===== config.mk =====
export PLATFORM = sky130hd
export DESIGN_NAME = flash_ctrl_front
export DESIGN_NICKNAME = d
export VERILOG_FILES = /design/src/rtl/flash_fe_pkg.sv /design/src/rtl/strobe_filter.sv /design/src/rtl/prot_ctrl.sv /design/src/rtl/id_read_mux.sv /design/src/rtl/flash_ctrl_front.sv
export SDC_FILE = /design/constraint.sdc
export NUM_CORES = 1
export LEC_CHECK = 0
export CORE_MARGIN = 2
export CORE_UTILIZATION = 34
export CTS_CLUSTER_DIAMETER = 60
export DETAILED_ROUTE_END_ITERATION = 16
export PLACE_DENSITY_LB_ADDON = 0.3
export SLEW_MARGIN = 5
export SYNTH_ARGS = -nofsm -noshare
export SYNTH_HDL_FRONTEND = slang
export SYNTH_SLANG_ARGS = --single-unit

===== constraint.sdc =====
create_clock -name clk_i -period 1.95 [get_ports clk_i]
set_input_delay 0.39 -clock clk_i [delete_from_list [all_inputs] [get_ports clk_i]]
set_output_delay 0.39 -clock clk_i [all_outputs]
set_load 0.01 [all_outputs]

===== src/rtl/flash_fe_pkg.sv =====
package flash_fe_pkg;
  localparam int DATA_W = 8;

  typedef struct packed {
    logic ce_low;
    logic we_low;
  } strobe_t;

  function automatic logic [DATA_W-1:0] id_byte(input logic a1, input logic a0,
                                                input logic prot,
                                                input logic [DATA_W-1:0] mfr,
                                                input logic [DATA_W-1:0] dev);
    if (a1) return {{(DATA_W-1){1'b0}}, prot};
    return a0 ? dev : mfr;
  endfunction
endpackage


===== src/rtl/strobe_filter.sv =====
module strobe_filter #(
  parameter int MIN_LOW = 3
) (
  input  logic clk_i,
  input  logic rst_ni,
  input  logic raw_ni,
  output logic low_o
);
  localparam int CW = $clog2(MIN_LOW + 1);
  localparam logic [CW-1:0] CMAX = CW'(MIN_LOW);
  localparam logic [CW-1:0] CTHR = CW'(MIN_LOW - 1);

  logic [CW-1:0] cnt_q;
  logic          low_q;

  always_ff @(posedge clk_i or negedge rst_ni) begin
    if (!rst_ni) begin
      cnt_q <= '0;
      low_q <= 1'b0;
    end else if (raw_ni) begin
      cnt_q <= '0;
      low_q <= 1'b0;
    end else begin
      if (cnt_q != CMAX) cnt_q <= cnt_q + 1'b1;
      low_q <= (cnt_q >= CTHR);
    end
  end

  assign low_o = low_q;
endmodule


===== src/rtl/prot_ctrl.sv =====
module prot_ctrl (
  input  logic clk_i,
  input  logic rst_ni,
  input  logic ce_low_i,
  input  logic we_low_i,
  input  logic hv_both_i,
  input  logic a6_i,
  output logic prot_o
);
  logic we_prev_q, pend_q, prot_q;
  logic armed, we_fall, we_rise;

  assign armed   = hv_both_i & ce_low_i;
  assign we_fall = we_low_i & ~we_prev_q;
  assign we_rise = ~we_low_i & we_prev_q;

  always_ff @(posedge clk_i or negedge rst_ni) begin
    if (!rst_ni) begin
      we_prev_q <= 1'b0;
      pend_q    <= 1'b0;
      prot_q    <= 1'b0;
    end else begin
      we_prev_q <= we_low_i;
      if (!armed)       pend_q <= 1'b0;
      else if (we_fall) pend_q <= 1'b1;
      else if (we_rise) pend_q <= 1'b0;
      // commit only at the end of a pulse that began and ended armed
      if (armed && pend_q && we_rise) prot_q <= ~a6_i;
    end
  end

  assign prot_o = prot_q;
endmodule


===== src/rtl/id_read_mux.sv =====
module id_read_mux import flash_fe_pkg::*; #(
  parameter logic [DATA_W-1:0] MFR_CODE = 8'h5A,
  parameter logic [DATA_W-1:0] DEV_CODE = 8'h3C
) (
  input  logic              rd_en_i,
  input  logic              id_mode_i,
  input  logic              a1_i,
  input  logic              a0_i,
  input  logic              prot_i,
  output logic [DATA_W-1:0] data_o
);
  always_comb begin
    data_o = '0;
    if (rd_en_i && id_mode_i) data_o = id_byte(a1_i, a0_i, prot_i, MFR_CODE, DEV_CODE);
  end
endmodule


===== src/rtl/flash_ctrl_front.sv =====
module flash_ctrl_front import flash_fe_pkg::*; #(
  parameter int                AW       = 17,
  parameter int                MIN_LOW  = 3,
  parameter logic [DATA_W-1:0] MFR_CODE = 8'h5A,
  parameter logic [DATA_W-1:0] DEV_CODE = 8'h3C
) (
  input  logic              clk_i,
  input  logic              rst_ni,
  input  logic              ce_ni,
  input  logic              oe_ni,
  input  logic              we_ni,
  input  logic [AW-1:0]     addr_i,
  input  logic              hv_a9_i,
  input  logic              hv_oe_i,
  input  logic              id_enter_i,
  input  logic              id_exit_i,
  output logic              read_o,
  output logic              arr_we_o,
  output logic              id_mode_o,
  output logic              protected_o,
  output logic [DATA_W-1:0] rd_data_o
);
  localparam int NSTB = 2;

  logic [NSTB-1:0] raw_n, low_f;
  strobe_t         stb;
  logic            oe_low, hv_id, id_cmd_q, prot, write_ok;

  assign raw_n = {we_ni, ce_ni};

  for (genvar g = 0; g < NSTB; g++) begin : g_filt
    strobe_filter #(.MIN_LOW(MIN_LOW)) u_filt (
      .clk_i  (clk_i),
      .rst_ni (rst_ni),
      .raw_ni (raw_n[g]),
      .low_o  (low_f[g])
    );
  end

  assign stb.ce_low = low_f[0];
  assign stb.we_low = low_f[1];
  assign oe_low     = ~oe_ni;

  prot_ctrl u_prot (
    .clk_i     (clk_i),
    .rst_ni    (rst_ni),
    .ce_low_i  (stb.ce_low),
    .we_low_i  (stb.we_low),
    .hv_both_i (hv_a9_i & hv_oe_i),
    .a6_i      (addr_i[6]),
    .prot_o    (prot)
  );

  always_ff @(posedge clk_i or negedge rst_ni) begin
    if (!rst_ni)         id_cmd_q <= 1'b0;
    else if (id_exit_i)  id_cmd_q <= 1'b0;
    else if (id_enter_i) id_cmd_q <= 1'b1;
  end

  assign hv_id     = hv_a9_i & ~hv_oe_i & stb.ce_low & oe_low & ~stb.we_low;
  assign id_mode_o = hv_id | id_cmd_q;
  assign read_o    = stb.ce_low & oe_low & ~stb.we_low & ~hv_oe_i;
  assign write_ok  = stb.ce_low & stb.we_low & ~oe_low & ~hv_oe_i;
  assign arr_we_o  = write_ok & ~prot & ~id_mode_o;
  assign protected_o = prot;

  id_read_mux #(.MFR_CODE(MFR_CODE), .DEV_CODE(DEV_CODE)) u_idmux (
    .rd_en_i   (read_o),
    .id_mode_i (id_mode_o),
    .a1_i      (addr_i[1]),
    .a0_i      (addr_i[0]),
    .prot_i    (prot),
    .data_o    (rd_data_o)
  );
endmodule


Word level (Yosys, flattened, before mapping)
Cells that the tools add are included.

cells by class
  $add $sub $neg = 2
  $lt $le $gt $ge = 2
  equal/unequal tests = 3
  multiplexer cells = 17
  bitwise operators = 24
  reduce and logical (&&, ||, !) cells = 6

operator list
  operator                                                       number
  8-bit 2-to-1 mux                                               3
  1-bit bitwise AND                                              16
  1-bit 2-to-1 mux                                               9
  2-bit 2-to-1 mux                                               4
  7-bit 2-to-1 mux                                               1
  1-bit inverter                                                 7
  2-bit nonzero test                                             3
  2-bit by 1-bit adder with 2-bit output, second input constant  2
  2-bit >= comparator, second input constant                     2
  2-bit != test, second input constant                           2
  1-bit logical AND                                              3
  3-bit != test, second input constant                           1
  1-bit OR                                                       1

storage, ports and cells
  bits in registers = 10
  bits of input ports = 26
  output and inout bits = 12
  logic and storage cells = 62

Logic depth before layout (Yosys ltp)
Gate-level depths: netlist of run 1.

  depth after elaboration = 10
  mapped depth = 5

By module
A second synthesis of run 1 with hierarchy kept.

second synthesis, totals
  cells, all modules = 53
  area, all modules = 580.6 um^2

modules (own cells, without submodules)
  module            instances  cells an instance  area each (um^2)
  strobe_filter     2          13                 142.6
  prot_ctrl         1          10                 130.1
  flash_ctrl_front  1          8                  90.1
  id_read_mux       1          9                  75.1

Worst setup path before layout of run 1
Ideal clock, no wire load.

  path type = register -> output
  start point = register g_filt[1].u_filt.low_q
  end point = output rd_data_o[6]
  data arrival time = 1469 ps
  slack = 91 ps
  stages on the path, launching flop included = 5
  buffers on the path = 1
  path through = dfrtp_1 -> nor4b_4 -> o21ai_2 -> nor3_1 -> buf_4

on the way
  cells in the longest elaborated chain, start to end = 5
  elaborated cells between the ends (all ways) = 7
  those cells by class = mux (1); bitwise (5); reduce/logical (1)

ends and longest elaborated chain
  what                            line                    source
  from (decl)                     strobe_filter.sv:14     logic low_q;
  from (signal assigned)          strobe_filter.sv:25     low_q <= (cnt_q >= CTHR);
  1-bit inverter                  flash_ctrl_front.sv:62  assign read_o = stb.ce_low & oe_low & ~stb.we_low & ~hv_oe_i;
  1-bit bitwise AND (2 in a row)  flash_ctrl_front.sv:62
  via read_o                      flash_ctrl_front.sv:17  output logic read_o,
  1-bit logical AND               id_read_mux.sv:14       if (rd_en_i && id_mode_i) data_o = id_byte(a1_i, a0_i, prot_i, MFR_CODE, DEV_CODE);
  8-bit 2-to-1 mux                id_read_mux.sv:14
  to (decl)                       flash_ctrl_front.sv:21  output logic [DATA_W-1:0] rd_data_o

The timed path passes the listed nets, and every way through them passes these cells.

Worst setup path in the final report of run 1
  start point = register g_filt[1].u_filt.low_q
  end point = output rd_data_o[1]

on the way
  cells in the longest elaborated chain, start to end = 5
  elaborated cells between the ends (all ways) = 7
  those cells by class = mux (1); bitwise (5); reduce/logical (1)

ends and longest elaborated chain
  what                                           line
  1-bit inverter (*)                             flash_ctrl_front.sv:60, flash_ctrl_front.sv:62
  1-bit bitwise AND (on tied branches)           flash_ctrl_front.sv:62, flash_ctrl_front.sv:60
  1-bit bitwise AND or 1-bit OR (tied branches)  flash_ctrl_front.sv:62, flash_ctrl_front.sv:61
  1-bit logical AND (*)                          id_read_mux.sv:14
  8-bit 2-to-1 mux (*)                           id_read_mux.sv:14

Mark *: on every way between the ends. The rest lies on a longest branch, timed or not.

==> tab_implementation.tex, run 1 <==
\begin{tabular}{lr}
\hline
Metric & Value \\
\hline
\multicolumn{2}{l}{\textbf{Run status}} \\
Run status & complete, no violations \\
\multicolumn{2}{l}{\textbf{Worst setup path}} \\
Critical path start-end classification & flop to output port \\
Beginning of the critical path & g\_filt[1].u\_filt.low\_o\$\_DFF\_PN0\_ \\
Data arrival at the endpoint of the critical path & 1.51 ns \\
Worst R2R Start & g\_filt[1].u\_filt.low\_o\$\_DFF\_PN0\_ \\
Worst R2R End & u\_prot.pend\_q\$\_DFFE\_PN0P\_ \\
Register-to-Register Path Depth & 5 \\
Biggest fanout along the worst timing path & 4 \\
Kind of end point of the critical path & output port \\
End point of the critical path & rd\_data\_o[1] \\
Worst Setup Start Kind & flop \\
R2R setup slack & 0.76 ns \\
Data required time at the worst endpoint & 1.56 ns \\
\multicolumn{2}{l}{\textbf{Final layout}} \\
Antenna diode count & 0 \\
Area occupied by registers & 250 sq um \\
Synth-to-Final Area Change & 47.4\% \\
Count of nets after finishing & 113 \\
Final core occ & 54.0\% \\
Share of post-route cells with drive strength above 1 & 30.9\% \\
Area of combinational cells with multiple inputs & 275 sq um \\
Filler cell count in the final layout & 144 \\
Non-Filler Instances & 97 \\
\multicolumn{2}{l}{\textbf{Synth}} \\
Distinct cells, synth & 21 \\
Yosys reg bits & 10 \\
Syn\_nets & 84 \\
Warnings from Yosys & 0 \\
Proportion of synthesized chip area in sequential cells & 45.4\% \\
Mapped Area & 552 sq um \\
Average cell area after synthesis & 10.4 sq um \\
Cell count after synthesis & 53 \\
\multicolumn{2}{l}{\textbf{Timing}} \\
Part of the cycle the worst path needs & 97.5\% \\
Worst-case clock skew & 0.00553 ns \\
Final worst path period need & 1.90 ns \\
Final setup fails & 0 \\
Pins over their slew limit & 0 \\
Unrepaired setup endpoints after global routing & yes \\
Hold Violations, Final & 0 \\
Highest achievable clock rate & 0.526 GHz \\
\multicolumn{2}{l}{\textbf{Detailed routing}} \\
DRT Wirelength & 1040 um \\
DR vias & 451 \\
Number of nets with antenna violations after detailed routing & 0 \\
Remaining routing DRC violations & 0 \\
Starting DRC count in detailed routing & 5 \\
Wirelength per Cell & 10.7 um \\
Via density per instance & 4.65 \\
First-pass detailed-route iteration total & 2 \\
\multicolumn{2}{l}{\textbf{Die}} \\
Die width & 44.3 um \\
Floorplan die height & 44.3 um \\
Starting utilization of the core area & 36.6\% \\
\# rows & 14 \\
Core Box Area & 0.00151 sq mm \\
Full die area & 0.00196 sq mm \\
I/O pin count & 38 \\
\multicolumn{2}{l}{\textbf{Global routing}} \\
Gr usage total & 12.5\% \\
Number of global-route vias before repair & 416 \\
Pin count of the biggest net entering global routing & 11 \\
Antenna violations before repair & 0 \\
Wire length of the first global-routing pass & 1730 um \\
Remaining global-route overflow & 0 \\
\multicolumn{2}{l}{\textbf{Pwr}} \\
Switching Share & 26.5\% \\
Internal & 0.428 mW \\
Pwr/cell area & 716 mW/mm\^{}2 \\
Reg power frac & 45.0\% \\
Leakage power & 0.414 nW \\
Clock group share of total power & 30.7\% \\
Switching power summed over all nets & 0.154 mW \\
Combinational Power Share & 24.3\% \\
Maximum resistive drop on vdd & 0.000414 V \\
\multicolumn{2}{l}{\textbf{Job}} \\
Reported max-cap violation count & 0 \\
\multicolumn{2}{l}{\textbf{CTS}} \\
TritonCTS clock tree & done \\
Number of clock sinks & 10 \\
Clock Tree Root & clkbuf\_4 \\
Total number of H-tree levels & 1 \\
Hold buffer count at CTS & 0 \\
Cts bufs inserted & 3 \\
Clock-pin transition on the worst setup and hold timing paths & 0.06 ns \\
Max clock buf depth & 2 \\
Source-to-sink clock delay at the later pin of the worst-skew pair & 0.26 ns \\
\multicolumn{2}{l}{\textbf{Placement}} \\
Detail Placement HPWL & 830 um \\
Inst Count DP & 91 \\
Count of input and output buffers & 22 \\
Global placement routability congestion & 0.706 \\
\multicolumn{2}{l}{\textbf{Hold path}} \\
Hold Path Class & input port to asynchronous set/reset pin \\
\hline
\end{tabular}
final cells by class:
class,count,area share (%)
Inverter,3,1.38
Tap cell,16,2.46
Sequential cell,10,30.8
Clock buffer,4,4.46
Timing Repair Buffer,28,27.1
Multi-Input combinational cell,36,33.8
cell usage after synthesis, drive strengths merged:
library cell | number | area, sq um
nor2 | 12 | 45.0
dfrtp | 10 | 250
ha | 5 | 62.6
buf | 4 | 30.0
inv | 3 | 11.3
mux2i | 2 | 20.0
nand2 | 2 | 7.51
nor4b | 2 | 32.5
o21ai | 2 | 13.8
xor2 | 2 | 17.5
a21o | 1 | 8.76
a21oi | 1 | 5.00
and3 | 1 | 7.51
conb | 1 | 3.75
nand3 | 1 | 5.00
nor2b | 1 | 6.26
nor3 | 1 | 5.00
nor3b | 1 | 12.5
o31ai | 1 | 7.51
sequential cells by signal, indices dropped and copies added, names as in the netlist:
signal / flops
id_cmd_q: 1
u_prot.prot_o: 1
g_filt.u_filt.cnt_q: 4
u_prot.pend_q: 1
u_prot.we_prev_q: 1
g_filt.u_filt.low_o: 2
critical path: stages (launching register included):
cell	delay [ns]
dfrtp_1	0.40
nor4b_4	0.29
buf_4	0.16
o21ai_4	0.07
nor3_2	0.18
buf_2	0.15
power groups by stage:
stage | Sequential [mW] | Combinational [mW] | Clock (mW)
floorplan | 0.262 | 0.0816 | 0
global placement | 0.264 | 0.136 | 0
detailed placement | 0.266 | 0.143 | 0
CTS | 0.262 | 0.141 | 0.189
global route | 0.267 | 0.161 | 0.194
finish | 0.262 | 0.142 | 0.179
timing repair:
item / 4_1_cts / 5_1_grt
buffers inserted: 1 / 1
endpoints found under the setup margin: 10 / 7
gates resized for setup: 31 / 7
pin swaps: 1 / 3
worst min path at each step:
stage                                          startpoint  depth (start not counted)  slack, ns                                     to
floorplan                                          rst_ni                          0       0.09  g_filt[0].u_filt.cnt_q[0]$_DFFE_PN0P_
global placement    g_filt[1].u_filt.cnt_q[1]$_DFFE_PN0P_                          1       0.50       g_filt[1].u_filt.low_o$_DFF_PN0_
detailed placement  g_filt[1].u_filt.cnt_q[1]$_DFFE_PN0P_                          1       0.53       g_filt[1].u_filt.low_o$_DFF_PN0_
CTS                                                rst_ni                          1       0.44  g_filt[1].u_filt.cnt_q[0]$_DFFE_PN0P_
global route                                       rst_ni                          1       0.47  g_filt[0].u_filt.cnt_q[1]$_DFFE_PN0P_
finish                                             rst_ni                          1       0.44  g_filt[1].u_filt.cnt_q[0]$_DFFE_PN0P_
layout by cell type (no fill, tap or decap), types with 2 or more instances in the layout:
master | netlist | layout
nand2_1 | 2 | 2
clkbuf_4 | 0 | 3
xor2_1 | 2 | 2
dfrtp_1 | 10 | 10
buf_4 | 4 | 6
mux2i_1 | 2 | 2
nor2_1 | 12 | 11
clkdlybuf4s50_1 | 0 | 10
buf_2 | 0 | 7
dlygate4sd2_1 | 0 | 4
inv_1 | 3 | 3
ha_1 | 5 | 5
per-layer routing:
layer | global-route usage, % | vias up | part of all wire, %
met5 | 0 | - | 0
met4 | 9.09 | 0 | 1.3
met3 | 3.67 | 2 | 11
met2 | 20.3 | 20 | 46
met1 | 13.7 | 199 | 42
li1 | - | 230 | -
cells by family after synthesis:
family | share of synthesized area [%]
multiplexers | 3.63
AO/OA/AOI/OAI | 6.35
flip-flops | 45.4
adder cells (fa/ha/maj) | 11.3
other | 0.680
buffers and inverters | 7.48
XOR/XNOR | 3.18
AND/OR/NAND/NOR | 22.0
metrics by stage:
| stage | setup TNS, ns | hold WS [ns] | setup slack [ns] | instance area, sq um | total power, mW |
|---|---|---|---|---|---|
| 2_1_floorplan | 0 | 0.0944 | 0.0912 | 552 | 0.343 |
| 3_5_place_dp | -4.43 | 0.528 | -0.501 | 792 | 0.409 |
| 4_1_cts | 0 | 0.442 | 0.00453 | 827 | 0.591 |
| 3_3_place_gp | -4.20 | 0.503 | -0.476 | 792 | 0.400 |
| 6_report | 0 | 0.436 | 0.0483 | 813 | 0.582 |
| 5_1_grt | -0.228 | 0.471 | -0.0667 | 813 | 0.622 |
Note: power is estimated with default switching activity, not from simulation.
==> run 2: changes to the inputs <==
--- a/config.mk
+++ b/config.mk
@@ -10,6 +10,7 @@
 export CTS_CLUSTER_DIAMETER = 60
 export DETAILED_ROUTE_END_ITERATION = 16
 export PLACE_DENSITY_LB_ADDON = 0.3
+export SETUP_SLACK_MARGIN = 0.05
 export SLEW_MARGIN = 5
 export SYNTH_ARGS = -nofsm -noshare
 export SYNTH_HDL_FRONTEND = slang
==> run 2 against run 1 <==
Global-route usage rose by 0.51 points; cell count fell by 1.0%; fmax rose by 0.18%; power barely moved; critical path depth rose by 1; via count did not move; count of clock-buffer cells in the layout did not move; combinational power barely moved; wire length rose by 2.9%; non-clock buffer count fell by 1; worst hold slack barely moved; critical endpoint is now rd_data_o[2].
==> tab_implementation.tex, run 2 (synthesis results as in run 1) <==
\begin{tabular}{lr}
\hline
Metric & Value \\
\hline
\multicolumn{2}{l}{\textbf{Detailed routing}} \\
Via density per instance & 4.70 \\
Remaining routing DRC violations & 0 \\
First-pass detailed-route iteration total & 2 \\
Wirelength per Cell & 11.1 um \\
Starting DRC count in detailed routing & 5 \\
DR vias & 451 \\
Number of nets with antenna violations after detailed routing & 0 \\
DRT Wirelength & 1070 um \\
\multicolumn{2}{l}{\textbf{Global routing}} \\
Pin count of the biggest net entering global routing & 11 \\
Gr usage total & 13.0\% \\
Number of global-route vias before repair & 430 \\
Wire length of the first global-routing pass & 1790 um \\
Antenna violations before repair & 0 \\
Remaining global-route overflow & 0 \\
\multicolumn{2}{l}{\textbf{Worst setup path}} \\
Data required time at the worst endpoint & 1.56 ns \\
Kind of end point of the critical path & output port \\
Data arrival at the endpoint of the critical path & 1.51 ns \\
Register-to-Register Path Depth & 5 \\
Worst Setup Start Kind & input port \\
Critical path start-end classification & input port to output port \\
Worst R2R End & u\_prot.pend\_q\$\_DFFE\_PN0P\_ \\
End point of the critical path & rd\_data\_o[2] \\
Biggest fanout along the worst timing path & 4 \\
Worst R2R Start & g\_filt[1].u\_filt.low\_o\$\_DFF\_PN0\_ \\
R2R setup slack & 0.75 ns \\
Beginning of the critical path & oe\_ni \\
\multicolumn{2}{l}{\textbf{Final layout}} \\
Largest register by flop count & g\_filt.u\_filt.cnt\_q \\
Flip-flop count of the largest register after layout & 4 \\
Count of nets after finishing & 112 \\
Highest-count cells in the layout ignoring fill and taps & 11 x nor2\_1, 10 x dfrtp\_1, 10 x clkdlybuf4s50\_1, 7 x buf\_2 \\
Final std cell area, no fill & 812 sq um \\
Synth-to-Final Area Change & 47.2\% \\
Non-Filler Instances & 96 \\
Commonest non-fill, non-tap cell in the layout & nor2\_1 \\
Share of post-route cells with drive strength above 1 & 28.7\% \\
Filler cell count in the final layout & 137 \\
Antenna diode count & 0 \\
\multicolumn{2}{l}{\textbf{Die}} \\
Floorplan die height & 44.3 um \\
Die width & 44.3 um \\
\# rows & 14 \\
Full die area & 0.00196 sq mm \\
Starting utilization of the core area & 36.6\% \\
Core Box Area & 0.00151 sq mm \\
I/O pin count & 38 \\
\multicolumn{2}{l}{\textbf{Job}} \\
Reported max-cap violation count & 0 \\
\multicolumn{2}{l}{\textbf{Pwr}} \\
Leakage power & 0.411 nW \\
Post-route total power & 0.582 mW \\
Pwr/cell area & 717 mW/mm\^{}2 \\
Maximum resistive drop on vdd & 0.000418 V \\
\multicolumn{2}{l}{\textbf{Timing}} \\
Highest achievable clock rate & 0.527 GHz \\
Part of the cycle the worst path needs & 97.4\% \\
Final worst path period need & 1.90 ns \\
Final setup fails & 0 \\
Final total negative setup slack & 0 ns \\
Hold Violations, Final & 0 \\
Pins over their slew limit & 0 \\
Unrepaired setup endpoints after global routing & yes \\
Hold WS & 0.436 ns \\
Worst-case clock skew & 0.00554 ns \\
\multicolumn{2}{l}{\textbf{CTS}} \\
TritonCTS clock tree & done \\
Clock-pin transition on the worst setup and hold timing paths & 0.06 ns \\
Source-to-sink clock delay at the later pin of the worst-skew pair & 0.26 ns \\
Max clock buf depth & 2 \\
Cts bufs inserted & 3 \\
Hold buffer count at CTS & 0 \\
Total number of H-tree levels & 1 \\
Number of clock sinks & 10 \\
Clock Tree Root & clkbuf\_4 \\
\multicolumn{2}{l}{\textbf{Run status}} \\
Run status & complete, no violations \\
\multicolumn{2}{l}{\textbf{Placement}} \\
Area after DPL & 792 sq um \\
Inst Count DP & 91 \\
Global placement routability congestion & 0.706 \\
Detail Placement HPWL & 830 um \\
Count of input and output buffers & 22 \\
\multicolumn{2}{l}{\textbf{Hold path}} \\
Hold Path Class & input port to asynchronous set/reset pin \\
\hline
\end{tabular}
run 2: changes by cell type in the layout (fill, tap and decap cells not counted), sizes merged:
cell	before	now
buf	13	12
clkbuf	5	4
clkdlybuf4s15	0	2
dlygate4sd2	4	3
run 2: layer usage:
metal	global-route usage, %	vias up	part of all wire, %
li1	-	228	-
met1	14.0	201	41
met2	21.8	20	47
met3	3.67	2	10
met4	9.09	0	1.3
met5	0	-	0
run 2: worst max-delay path: stages:
cell,delay (ns)
clkdlybuf4s15_1,0.21
nor4b_4,0.31
buf_4,0.17
o21ai_4,0.07
nor3b_2,0.19
buf_2,0.16
run 2: cell type report:
cell class,count,area (sq um),area share [%]
multi-input cells,36,275,33.9
well taps,16,20.0,2.47
repair buffers,27,219,27.0
flip-flops and latches,10,250,30.8
clock buffers,4,36.3,4.47
inverters,3,11.3,1.39
run 2: worst min-delay path by stage:
stage                                       endpoint  slack, ns
3_3_place_gp        g_filt[1].u_filt.low_o$_DFF_PN0_       0.50
6_report       g_filt[1].u_filt.cnt_q[0]$_DFFE_PN0P_       0.44
2_1_floorplan  g_filt[0].u_filt.cnt_q[0]$_DFFE_PN0P_       0.09
4_1_cts        g_filt[1].u_filt.cnt_q[0]$_DFFE_PN0P_       0.44
3_5_place_dp        g_filt[1].u_filt.low_o$_DFF_PN0_       0.53
5_1_grt        g_filt[0].u_filt.cnt_q[1]$_DFFE_PN0P_       0.47
run 2: what timing repair did:
item,CTS,global route
buffers inserted,1,0
setup endpoints to repair,10,8
gates cloned,0,0
hold endpoints to repair,0,0
gates resized for setup,35,3
pin swaps,2,0
run 2: metrics by stage:
stage               setup slack, ns  utilization, %
floorplan                    0.0912               -
global placement             -0.476            52.6
detailed placement           -0.501            52.6
CTS                          0.0628            55.1
global route                -0.0346            53.9
finish                       0.0516            53.9
run 2: power breakdown:
group / total, mW / switching, mW / internal [mW]
Combinational: 0.141 / 0.0634 / 0.0777
Clock: 0.179 / 0.0656 / 0.113
Sequential: 0.263 / 0.0256 / 0.237
Total: 0.582 / 0.155 / 0.428
